--- src/rtl/mwc_pkg.sv ---
// Shared types for the three-wire EEPROM controller: host operation
// codes, completion codes and controller states.
package mwc_pkg;

    typedef enum logic [2:0] {
        MW_READ       = 3'd0,
        MW_WRITE      = 3'd1,
        MW_ERASE      = 3'd2,
        MW_ERASE_ALL  = 3'd3,
        MW_WRITE_ALL  = 3'd4,
        MW_WR_ENABLE  = 3'd5,
        MW_WR_DISABLE = 3'd6,
        MW_WR_DIS_ALT = 3'd7
    } mw_op_e;

    typedef enum logic [1:0] {
        MW_OK       = 2'd0,
        MW_NO_START = 2'd1,
        MW_TIMEOUT  = 2'd2
    } mw_err_e;

    typedef enum logic [2:0] {
        S_IDLE,
        S_LOW,
        S_HIGH,
        S_TAIL,
        S_GAP,
        S_POLL1,
        S_POLLW,
        S_FINISH
    } mw_state_e;

endpackage

--- src/rtl/mwc_tick.sv ---
// Half-period tick generator for the serial clock.
// Emits a one-cycle tick every HALF_DIV system clocks while run is high;
// restarts its count whenever run drops. Assumes HALF_DIV >= 2.
module mwc_tick #(
    parameter int HALF_DIV = 4
) (
    input  logic clk,
    input  logic rst_n,
    input  logic run,
    output logic tick
);
    localparam int CW = $clog2(HALF_DIV + 1);

    logic [CW-1:0] cnt;

    // Count system clocks within the current half period.
    always_ff @(posedge clk) begin
        if (!rst_n || !run) begin
            cnt <= '0;
        end else if (cnt == CW'(HALF_DIV - 1)) begin
            cnt <= '0;
        end else begin
            cnt <= cnt + 1'b1;
        end
    end

    assign tick = run && (cnt == CW'(HALF_DIV - 1));
endmodule

--- src/rtl/mwc_poll_timer.sv ---
// Busy-poll timeout counter.
// Counts cycles while en is high; expired rises on the POLL_LIMIT-th
// enabled cycle. Clears when en drops. Assumes POLL_LIMIT >= 2.
module mwc_poll_timer #(
    parameter int POLL_LIMIT = 1000000
) (
    input  logic clk,
    input  logic rst_n,
    input  logic en,
    output logic expired
);
    localparam int TW = $clog2(POLL_LIMIT + 1);

    logic [TW-1:0] cnt;

    // Advance the wait count during polling, saturating at the limit.
    always_ff @(posedge clk) begin
        if (!rst_n || !en) begin
            cnt <= '0;
        end else if (!expired) begin
            cnt <= cnt + 1'b1;
        end
    end

    assign expired = en && (cnt == TW'(POLL_LIMIT - 1));
endmodule

--- src/rtl/mwc_frame.sv ---
// Command encoder: turns a host operation into the left-aligned serial
// frame (start bit, opcode, address, optional data byte), the total number
// of serial-clock pulses, the number of pulses that carry outgoing bits,
// and flags for programming and read operations. Purely combinational.
module mwc_frame
    import mwc_pkg::*;
#(
    parameter int ADDR_W  = 7,
    parameter int DATA_W  = 8,
    parameter int INSTR_W = 3 + ADDR_W,
    parameter int FRAME_W = INSTR_W + DATA_W,
    parameter int EDGE_W  = $clog2(FRAME_W + 1)
) (
    input  mw_op_e              op,
    input  logic [ADDR_W-1:0]   addr,
    input  logic [DATA_W-1:0]   wdata,
    output logic [FRAME_W-1:0]  frame,
    output logic [EDGE_W-1:0]   edges,
    output logic [EDGE_W-1:0]   out_edges,
    output logic                prog,
    output logic                is_read
);
    localparam logic [ADDR_W-3:0] PAD = '0;

    logic [1:0]        opc;
    logic [ADDR_W-1:0] tgt;
    logic              has_data;

    // Select opcode, target field and frame shape from the operation.
    always_comb begin
        opc      = 2'b00;
        tgt      = {2'b00, PAD};
        has_data = 1'b0;
        prog     = 1'b0;
        is_read  = 1'b0;
        unique case (op)
            MW_READ:      begin opc = 2'b10; tgt = addr; is_read = 1'b1; end
            MW_WRITE:     begin opc = 2'b01; tgt = addr; has_data = 1'b1; prog = 1'b1; end
            MW_ERASE:     begin opc = 2'b11; tgt = addr; prog = 1'b1; end
            MW_ERASE_ALL: begin tgt = {2'b10, PAD}; prog = 1'b1; end
            MW_WRITE_ALL: begin tgt = {2'b01, PAD}; has_data = 1'b1; prog = 1'b1; end
            MW_WR_ENABLE: begin tgt = {2'b11, PAD}; end
            default:      begin tgt = {2'b00, PAD}; end
        endcase
        frame     = {1'b1, opc, tgt, (has_data ? wdata : {DATA_W{1'b0}})};
        out_edges = has_data ? EDGE_W'(FRAME_W) : EDGE_W'(INSTR_W);
        edges     = (has_data || is_read) ? EDGE_W'(FRAME_W) : EDGE_W'(INSTR_W);
    end
endmodule

--- src/rtl/mw_eeprom_ctrl.sv ---
// Three-wire serial EEPROM controller.
// Accepts one command per start strobe while idle, shifts the frame out
// MSB first (data changes on the falling serial clock, input sampled on
// the rising one), and for programming commands polls ready/busy on ee_di
// with a timeout. Assumes HALF_DIV >= 2 and a synchronous ee_di.
module mw_eeprom_ctrl
    import mwc_pkg::*;
#(
    parameter int ADDR_W     = 7,
    parameter int DATA_W     = 8,
    parameter int HALF_DIV   = 4,
    parameter int POLL_LIMIT = 1000000
) (
    input  logic              clk,
    input  logic              rst_n,
    input  logic [2:0]        cmd_op,
    input  logic [ADDR_W-1:0] cmd_addr,
    input  logic [DATA_W-1:0] cmd_wdata,
    input  logic              cmd_start,
    output logic              busy,
    output logic              done,
    output logic [DATA_W-1:0] rd_data,
    output logic [1:0]        err_code,
    output logic              ee_cs,
    output logic              ee_sclk,
    output logic              ee_do,
    input  logic              ee_di
);
    localparam int INSTR_W = 3 + ADDR_W;
    localparam int FRAME_W = INSTR_W + DATA_W;
    localparam int EDGE_W  = $clog2(FRAME_W + 1);

    mw_state_e           state;
    logic [FRAME_W-1:0]  sh;
    logic [EDGE_W-1:0]   edge_cnt;
    logic [EDGE_W-1:0]   edge_tot;
    logic [EDGE_W-1:0]   out_tot;
    logic                prog_q;
    logic                read_q;
    logic [DATA_W-1:0]   rd_sh;

    logic [FRAME_W-1:0]  f_frame;
    logic [EDGE_W-1:0]   f_edges;
    logic [EDGE_W-1:0]   f_out;
    logic                f_prog;
    logic                f_read;
    logic                tick;
    logic                expired;

    mwc_frame #(
        .ADDR_W (ADDR_W),
        .DATA_W (DATA_W)
    ) u_frame (
        .op        (mw_op_e'(cmd_op)),
        .addr      (cmd_addr),
        .wdata     (cmd_wdata),
        .frame     (f_frame),
        .edges     (f_edges),
        .out_edges (f_out),
        .prog      (f_prog),
        .is_read   (f_read)
    );

    mwc_tick #(
        .HALF_DIV (HALF_DIV)
    ) u_tick (
        .clk   (clk),
        .rst_n (rst_n),
        .run   (state != S_IDLE),
        .tick  (tick)
    );

    mwc_poll_timer #(
        .POLL_LIMIT (POLL_LIMIT)
    ) u_timer (
        .clk     (clk),
        .rst_n   (rst_n),
        .en      (state == S_POLLW),
        .expired (expired)
    );

    // Command sequencer: frame shifting, read capture, busy poll, completion.
    always_ff @(posedge clk) begin
        if (!rst_n) begin
            state    <= S_IDLE;
            sh       <= '0;
            edge_cnt <= '0;
            edge_tot <= '0;
            out_tot  <= '0;
            prog_q   <= 1'b0;
            read_q   <= 1'b0;
            rd_sh    <= '0;
            rd_data  <= '0;
            err_code <= MW_OK;
            busy     <= 1'b0;
            done     <= 1'b0;
            ee_cs    <= 1'b0;
            ee_sclk  <= 1'b0;
            ee_do    <= 1'b0;
        end else begin
            unique case (state)
                S_IDLE: begin
                    done <= 1'b0;
                    if (cmd_start) begin
                        sh       <= f_frame;
                        edge_tot <= f_edges;
                        out_tot  <= f_out;
                        prog_q   <= f_prog;
                        read_q   <= f_read;
                        edge_cnt <= '0;
                        ee_cs    <= 1'b1;
                        ee_do    <= f_frame[FRAME_W-1];
                        busy     <= 1'b1;
                        err_code <= MW_OK;
                        state    <= S_LOW;
                    end
                end
                S_LOW: begin
                    if (tick) begin
                        ee_sclk  <= 1'b1;
                        edge_cnt <= edge_cnt + 1'b1;
                        if (edge_cnt >= out_tot) begin
                            rd_sh <= {rd_sh[DATA_W-2:0], ee_di};
                        end
                        state <= S_HIGH;
                    end
                end
                S_HIGH: begin
                    if (tick) begin
                        ee_sclk <= 1'b0;
                        if (edge_cnt == edge_tot) begin
                            ee_do <= 1'b0;
                            state <= S_TAIL;
                        end else begin
                            sh    <= sh << 1;
                            ee_do <= sh[FRAME_W-2];
                            state <= S_LOW;
                        end
                    end
                end
                S_TAIL: begin
                    if (tick) begin
                        ee_cs <= 1'b0;
                        state <= prog_q ? S_GAP : S_FINISH;
                    end
                end
                S_GAP: begin
                    if (tick) begin
                        ee_cs <= 1'b1;
                        state <= S_POLL1;
                    end
                end
                S_POLL1: begin
                    if (tick) begin
                        if (ee_di) begin
                            err_code <= MW_NO_START;
                            ee_cs    <= 1'b0;
                            state    <= S_FINISH;
                        end else begin
                            state <= S_POLLW;
                        end
                    end
                end
                S_POLLW: begin
                    if (ee_di) begin
                        ee_cs <= 1'b0;
                        state <= S_FINISH;
                    end else if (expired) begin
                        err_code <= MW_TIMEOUT;
                        ee_cs    <= 1'b0;
                        state    <= S_FINISH;
                    end
                end
                S_FINISH: begin
                    busy <= 1'b0;
                    done <= 1'b1;
                    if (read_q) begin
                        rd_data <= rd_sh;
                    end
                    state <= S_IDLE;
                end
                default: state <= S_IDLE;
            endcase
        end
    end
endmodule

--- config.mk ---
export PLATFORM = sky130hd
export DESIGN_NAME = mw_eeprom_ctrl
export DESIGN_NICKNAME = d
export VERILOG_FILES = /design/src/rtl/mwc_pkg.sv /design/src/rtl/mwc_tick.sv /design/src/rtl/mwc_poll_timer.sv /design/src/rtl/mwc_frame.sv /design/src/rtl/mw_eeprom_ctrl.sv
export SDC_FILE = /design/constraint.sdc
export NUM_CORES = 1
export LEC_CHECK = 0
export ABC_AREA = 1
export BUFFER_PORTS_ARGS = -buffer_cell sky130_fd_sc_hd__buf_2
export CORE_MARGIN = 8
export CORE_UTILIZATION = 55
export CTS_BUF_LIST = sky130_fd_sc_hd__clkbuf_4
export DETAILED_ROUTE_END_ITERATION = 16
export PLACE_DENSITY = 0.73
export SETUP_SLACK_MARGIN = 0.5
export SKIP_CTS_REPAIR_TIMING = 1
export SLEW_MARGIN = 10
export SYNTH_ARGS = -nofsm -noshare
export SYNTH_HDL_FRONTEND = slang
export SYNTH_SLANG_ARGS = --single-unit
export TNS_END_PERCENT = 5
--- constraint.sdc ---
create_clock -name clk -period 2.25 [get_ports clk]
set_input_delay 0.45 -clock clk [delete_from_list [all_inputs] [get_ports clk]]
set_output_delay 0.45 -clock clk [all_outputs]
set_load 0.005 [all_outputs]
Word level (Yosys, flattened, before mapping)
Cells that the tools add are included.

word-level totals
  register bits after elaboration = 83
  input bits = 22
  output and inout port bits = 15

cells by class
  $add $sub $neg = 3
  order comparisons = 1
  equality and inequality tests = 26
  mux-type cells = 47
  reduce and logical (&&, ||, !) cells = 32

operator list
  operator               count
  $mux 17                3
  $pmux 17 s2            1
  $pmux 7 s4             1
  $mux 3                 8
  $pmux 3 s8             1
  $add 20x1->20 const B  1
  $eq 20x20->1 const B   1
  $mux 5                 4
  $ne 2x2->1 const B     10
  $eq 3x3->1 const B     6
  $eq 3x2->1 const B     5
  $mux 2                 7
  $reduce_and 7->1       2
  $mux 1                 13
  $pmux 2 s3             2
  $reduce_and 3->1       4
  $pmux 5 s2             1
  $mux 8                 1
  $pmux 1 s2             4
  $reduce_bool 2->1      4
  $eq 3x1->1 const B     2
  $logic_not 3->1        2
  $reduce_and 2->1       3
  $reduce_and 6->1       1
  15 further kinds       22

Depth between registers and ports, before layout
  depth after elaboration = 6
  depth in mapped cells = 13
  depth with buffers taken out = 12

By module
From an unflattened synthesis, not the netlist that was laid out.

second synthesis, totals
  cells, all modules = 648
  area total of the unflattened synthesis = 4559.4 µm²

by module, submodules not included
  module          instances  cells each  area each (µm²)
  mw_eeprom_ctrl  1          404         3004.1
  mwc_poll_timer  1          172         1104.8
  mwc_frame       1          58          325.3
  mwc_tick        1          14          125.1

Least setup slack after synthesis
No wires, ideal clock.

  path type = reg2reg
  from = register edge_cnt[1]
  to = register rd_sh[5]
  setup time = 0.115 ns
  arrival = 1.521 ns
  data required time = 2.135 ns
  path slack = 0.614 ns
  stages on the path, launching flop included = 11
  buffers on the path = 1
  period minus slack after synthesis = 1.636 ns
  cell sequence = dfxtp_1 inv_1 ha_1 nand2_1 nand3_1 a21oi_1 o21bai_1 buf_2 nand3_1 nand2_1 nor2_1

between the ends
  cells in the longest elaborated chain, start to end = 2

ends and longest elaborated chain
  item                        RTL line               RTL
  from (decl)                 mw_eeprom_ctrl.sv:35   logic [EDGE_W-1:0] edge_cnt;
  from (signal assigned)      mw_eeprom_ctrl.sv:121  edge_cnt <= edge_cnt + 1'b1;
  $ge 5x5->1                  mw_eeprom_ctrl.sv:122  if (edge_cnt >= out_tot) begin
  $reduce_and 3->1 (no line)  n/a
  to (signal assigned)        mw_eeprom_ctrl.sv:123  rd_sh <= {rd_sh[DATA_W-2:0], ee_di};
  to (decl)                   mw_eeprom_ctrl.sv:40   logic [DATA_W-1:0] rd_sh;

No other way between the ends.
A chain may end at the register's enable or synchronous reset.

Worst setup path after layout
  from = register edge_cnt[1]
  to = register sh[13]

between the ends
  cells in the longest elaborated chain, start to end = 3

ends and longest elaborated chain
  item                        RTL line               RTL
  $eq 5x5->1                  mw_eeprom_ctrl.sv:131  if (edge_cnt == edge_tot) begin
  $ne 2x2->1 (no line)        n/a
  $reduce_and 4->1 (no line)  n/a
  to (signal assigned)        mw_eeprom_ctrl.sv:105  sh <= f_frame;
  to (signal assigned)        mw_eeprom_ctrl.sv:135  sh <= sh << 1;
  to (decl)                   mw_eeprom_ctrl.sv:34   logic [FRAME_W-1:0] sh;

No other way between the ends.

==> summary.txt <==
Outcome
  • Outcome: completed

Synth
  • Ys flop type: dfxtp_1
  • Post-synthesis instance total: 577
  • Post-synthesis mux area share: 0%
  • Post-synthesis simple-gate area fraction: 33.2%
  • Asr flop ratio synth: 0%
  • Mapped Avg Cell Area: 6.64 µm²
  • Post-synth top area share: 40.8%
  • Synth area leader: dfxtp_1
  • Part of the Yosys area used for sequential elements: 40.8%
  • Synth Area in Adders: 2.29%
  • Syn nets: 606
  • Synth warn: 0
  • Mapped Area: 0.00383 mm²
  • Cell variety after synth: 35
  • Synth top area cells: dfxtp_1, nand2_1, nor2_1, a21oi_1, inv_1
  • Dominant cell by count in the synthesized netlist: nand2_1
  • Xor/xnor share of the synthesized area: 0.686%
  • Post-synth EDFFs: 0
  • Seq cells post-synth: 78
  • Most frequent cells after synthesis: nand2_1, nor2_1, dfxtp_1
  • Synth Area in Compound Gates: 14.3%
  • Main combinational cell family by area after synthesis: simple AND/OR/NAND/NOR gates

Placement
  • Final HPWL DP: 6180 µm
  • Placer congestion estimate: 0.913
  • Port bufs: 36

Critical path
  • R2R Path End: sh[13]
  • Crit. Startpoint: edge_cnt[1]
  • FF-to-FF setup slack: 0.57 ns
  • Req. time, crit path: 2.58 ns
  • R2r startpoint: edge_cnt[1]
  • CP Launch Type: register
  • Crit Path Class: register to register
  • Worst Path Arrival: 2.00 ns
  • FF-to-FF path depth: 11
  • Setup crit end kind: register
  • Crit Path Max Fanout: 20

Global routing
  • Total grt overflow: 0
  • First-pass GRT wire length: 14,700 µm
  • Largest net degree at the start of global routing: 45
  • Initial antenna violation count: 0
  • Vias in the first global route: 3,428
  • Tot GR Track Use: 17.9%

Die
  • Num ports: 37
  • Die Area: 0.00989 mm²
  • Initial Utilization: 56.7%
  • Chip Width: 99.4 µm
  • Core ar.: 0.00676 mm²
  • Die Height: 99.4 µm
  • Row count: 30

Clock tree
  • H-Tree Depth: 3
  • Clk sink count: 78
  • TritonCTS Buffers: 9
  • Root Buffer: clkbuf_4
  • CTS clk-pin slew, worst paths: 0.13 ns
  • CTS tree: done
  • Clk buf depth: 2
  • Skew-Pair Late Insertion Delay: 0.42 ns

Power and ir drop
  • Tot Pwr: 3820 µW
  • PD cells: 870 mW/mm²
  • P_leak: 0.00191 µW
  • Worst VDD drop: 0.000443 V

Timing
  • Fraction of the cycle the final worst path needs: 74.5%
  • Final setup vio count: 0
  • Clock Skew: 0.00970 ns
  • Slew margin rel.: 68.0%
  • Crit path time final: 1.68 ns
  • Setup TNS: 0 ns
  • Slew @ Worst Pin: 0.480 ns
  • Max Freq: 0.597 GHz
  • RSZ-0062 raised after global routing: true
  • Max Slew Vio Count: 0
  • Final Hold Fails: 0

Detailed routing
  • DR vias: 3,706
  • Initial DRC count: 168
  • DR pass1 iterations: 5
  • Antenna Nets Post-Route: 0
  • Wire per inst: 12.7 µm
  • Vias per inst: 5.26
  • # DRC: 0
  • WL final: 8920 µm

Final layout
  • Area Growth Syn to Fin: 14.6%
  • Share of cells above drive strength 1: 15.5%
  • Inserted Diodes: 0
  • NumNets Final: 648
  • Number of fill cells: 615

Worst hold path
  • Hold path startpoint: cmd_wdata[0]
  • Worst Hold Depth: 5
  • Tightest Hold Check Type: input port to register
  • Hold EP: sh[0]

Run
  • Max cap viols: 0
-- registers in the layout (all words and copies together), names as in the netlist --
name	flops
busy	1
done	1
edge_cnt	5
edge_tot	2
ee_cs	1
ee_do	1
ee_sclk	1
err_code	2
out_tot	3
prog_q	1
rd_data	8
rd_sh	8
read_q	1
sh	17
state	3
u_tick.cnt	3
u_timer.cnt	20
-- cell usage in the layout (no fill, tap or decap), types with 10 or more instances in the layout --
cell type	n
nand2_1	133
nor2_1	88
dfxtp_1	74
inv_1	62
a21oi_1	54
o21ai_0	40
buf_2	36
nand3_1	28
nand4_1	10
nor3_1	10
-- logic make-up (layout without fill, tap and decap cells) --
family                   Yosys count  after routing
adder cells (fa/ha/maj)            7              7
AND/OR/NAND/NOR                  300            301
buffers and inverters             84            130
AO/OA/AOI/OAI                    105            105
flip-flops                        78             78
XOR/XNOR                           3              3
-- layer usage --
metal  vias up  global-route usage [%]  share of wire (%)
li1       1945                       -                  -
met1      1668                    21.1                 47
met2        77                    30.4                 47
met3        16                    5.10                4.8
met4         0                    5.59                1.8
met5         -                       0                  0
-- layout make-up --
type / count / area [µm²] / area share [%]
Clock buffer: 9 / 67.6 / 1.54
Clock inverter: 7 / 73.8 / 1.68
Inverter: 68 / 269 / 6.13
Multi-Input combinational cell: 416 / 2030 / 46.3
Sequential cell: 78 / 1570 / 35.7
Tap cell: 80 / 100 / 2.28
Timing Repair Buffer: 46 / 280 / 6.38
-- metrics by stage --
stage | std cells | hold slack [ns] | util [%] | setup slack, ns | area (µm²)
final | 704 | 0.338 | 65.0 | 0.575 | 4390
after CTS | 698 | 0.311 | 62.3 | 0.154 | 4210
after global routing | 704 | 0.322 | 65.0 | 0.417 | 4390
after detailed placement | 682 | 0.416 | 60.2 | 0.157 | 4070
after floorplan | 577 | 0.399 | - | 0.614 | 3830
after global placement | 682 | 0.406 | 60.2 | 0.258 | 4070
-- where the power goes --
| part | leakage (µW) | switching [µW] | internal [µW] | total (µW) |
|---|---|---|---|---|
| Sequential | 0.000636 | 112 | 1560 | 1670 |
| Clock | 0.0000779 | 502 | 343 | 845 |
| Combinational | 0.00120 | 879 | 426 | 1300 |
| Total | 0.00191 | 1490 | 2330 | 3820 |
-- critical path, cell delays in order, from the launching register on --
cell and delay [ns]:
dfxtp_2 0.38, inv_1 0.05, ha_1 0.27, nand2_1 0.08, nor2_2 0.14, nand2_1 0.07
nand2_1 0.07, nand2_2 0.13, nand2_8 0.16, inv_8 0.08, nor2_1 0.11, nor2_1 0.06
-- worst max-delay path by stage --
| stage | to | slack [ns] | cells past startpoint |
|---|---|---|---|
| final | sh[13] | 0.57 | 11 |
| after global routing | sh[14] | 0.42 | 12 |
| after CTS | rd_sh[6] | 0.15 | 9 |
| after detailed placement | rd_sh[6] | 0.16 | 9 |
| after global placement | rd_sh[0] | 0.26 | 9 |
| after floorplan | rd_sh[5] | 0.61 | 10 |
(Power assumes the default switching activity.)
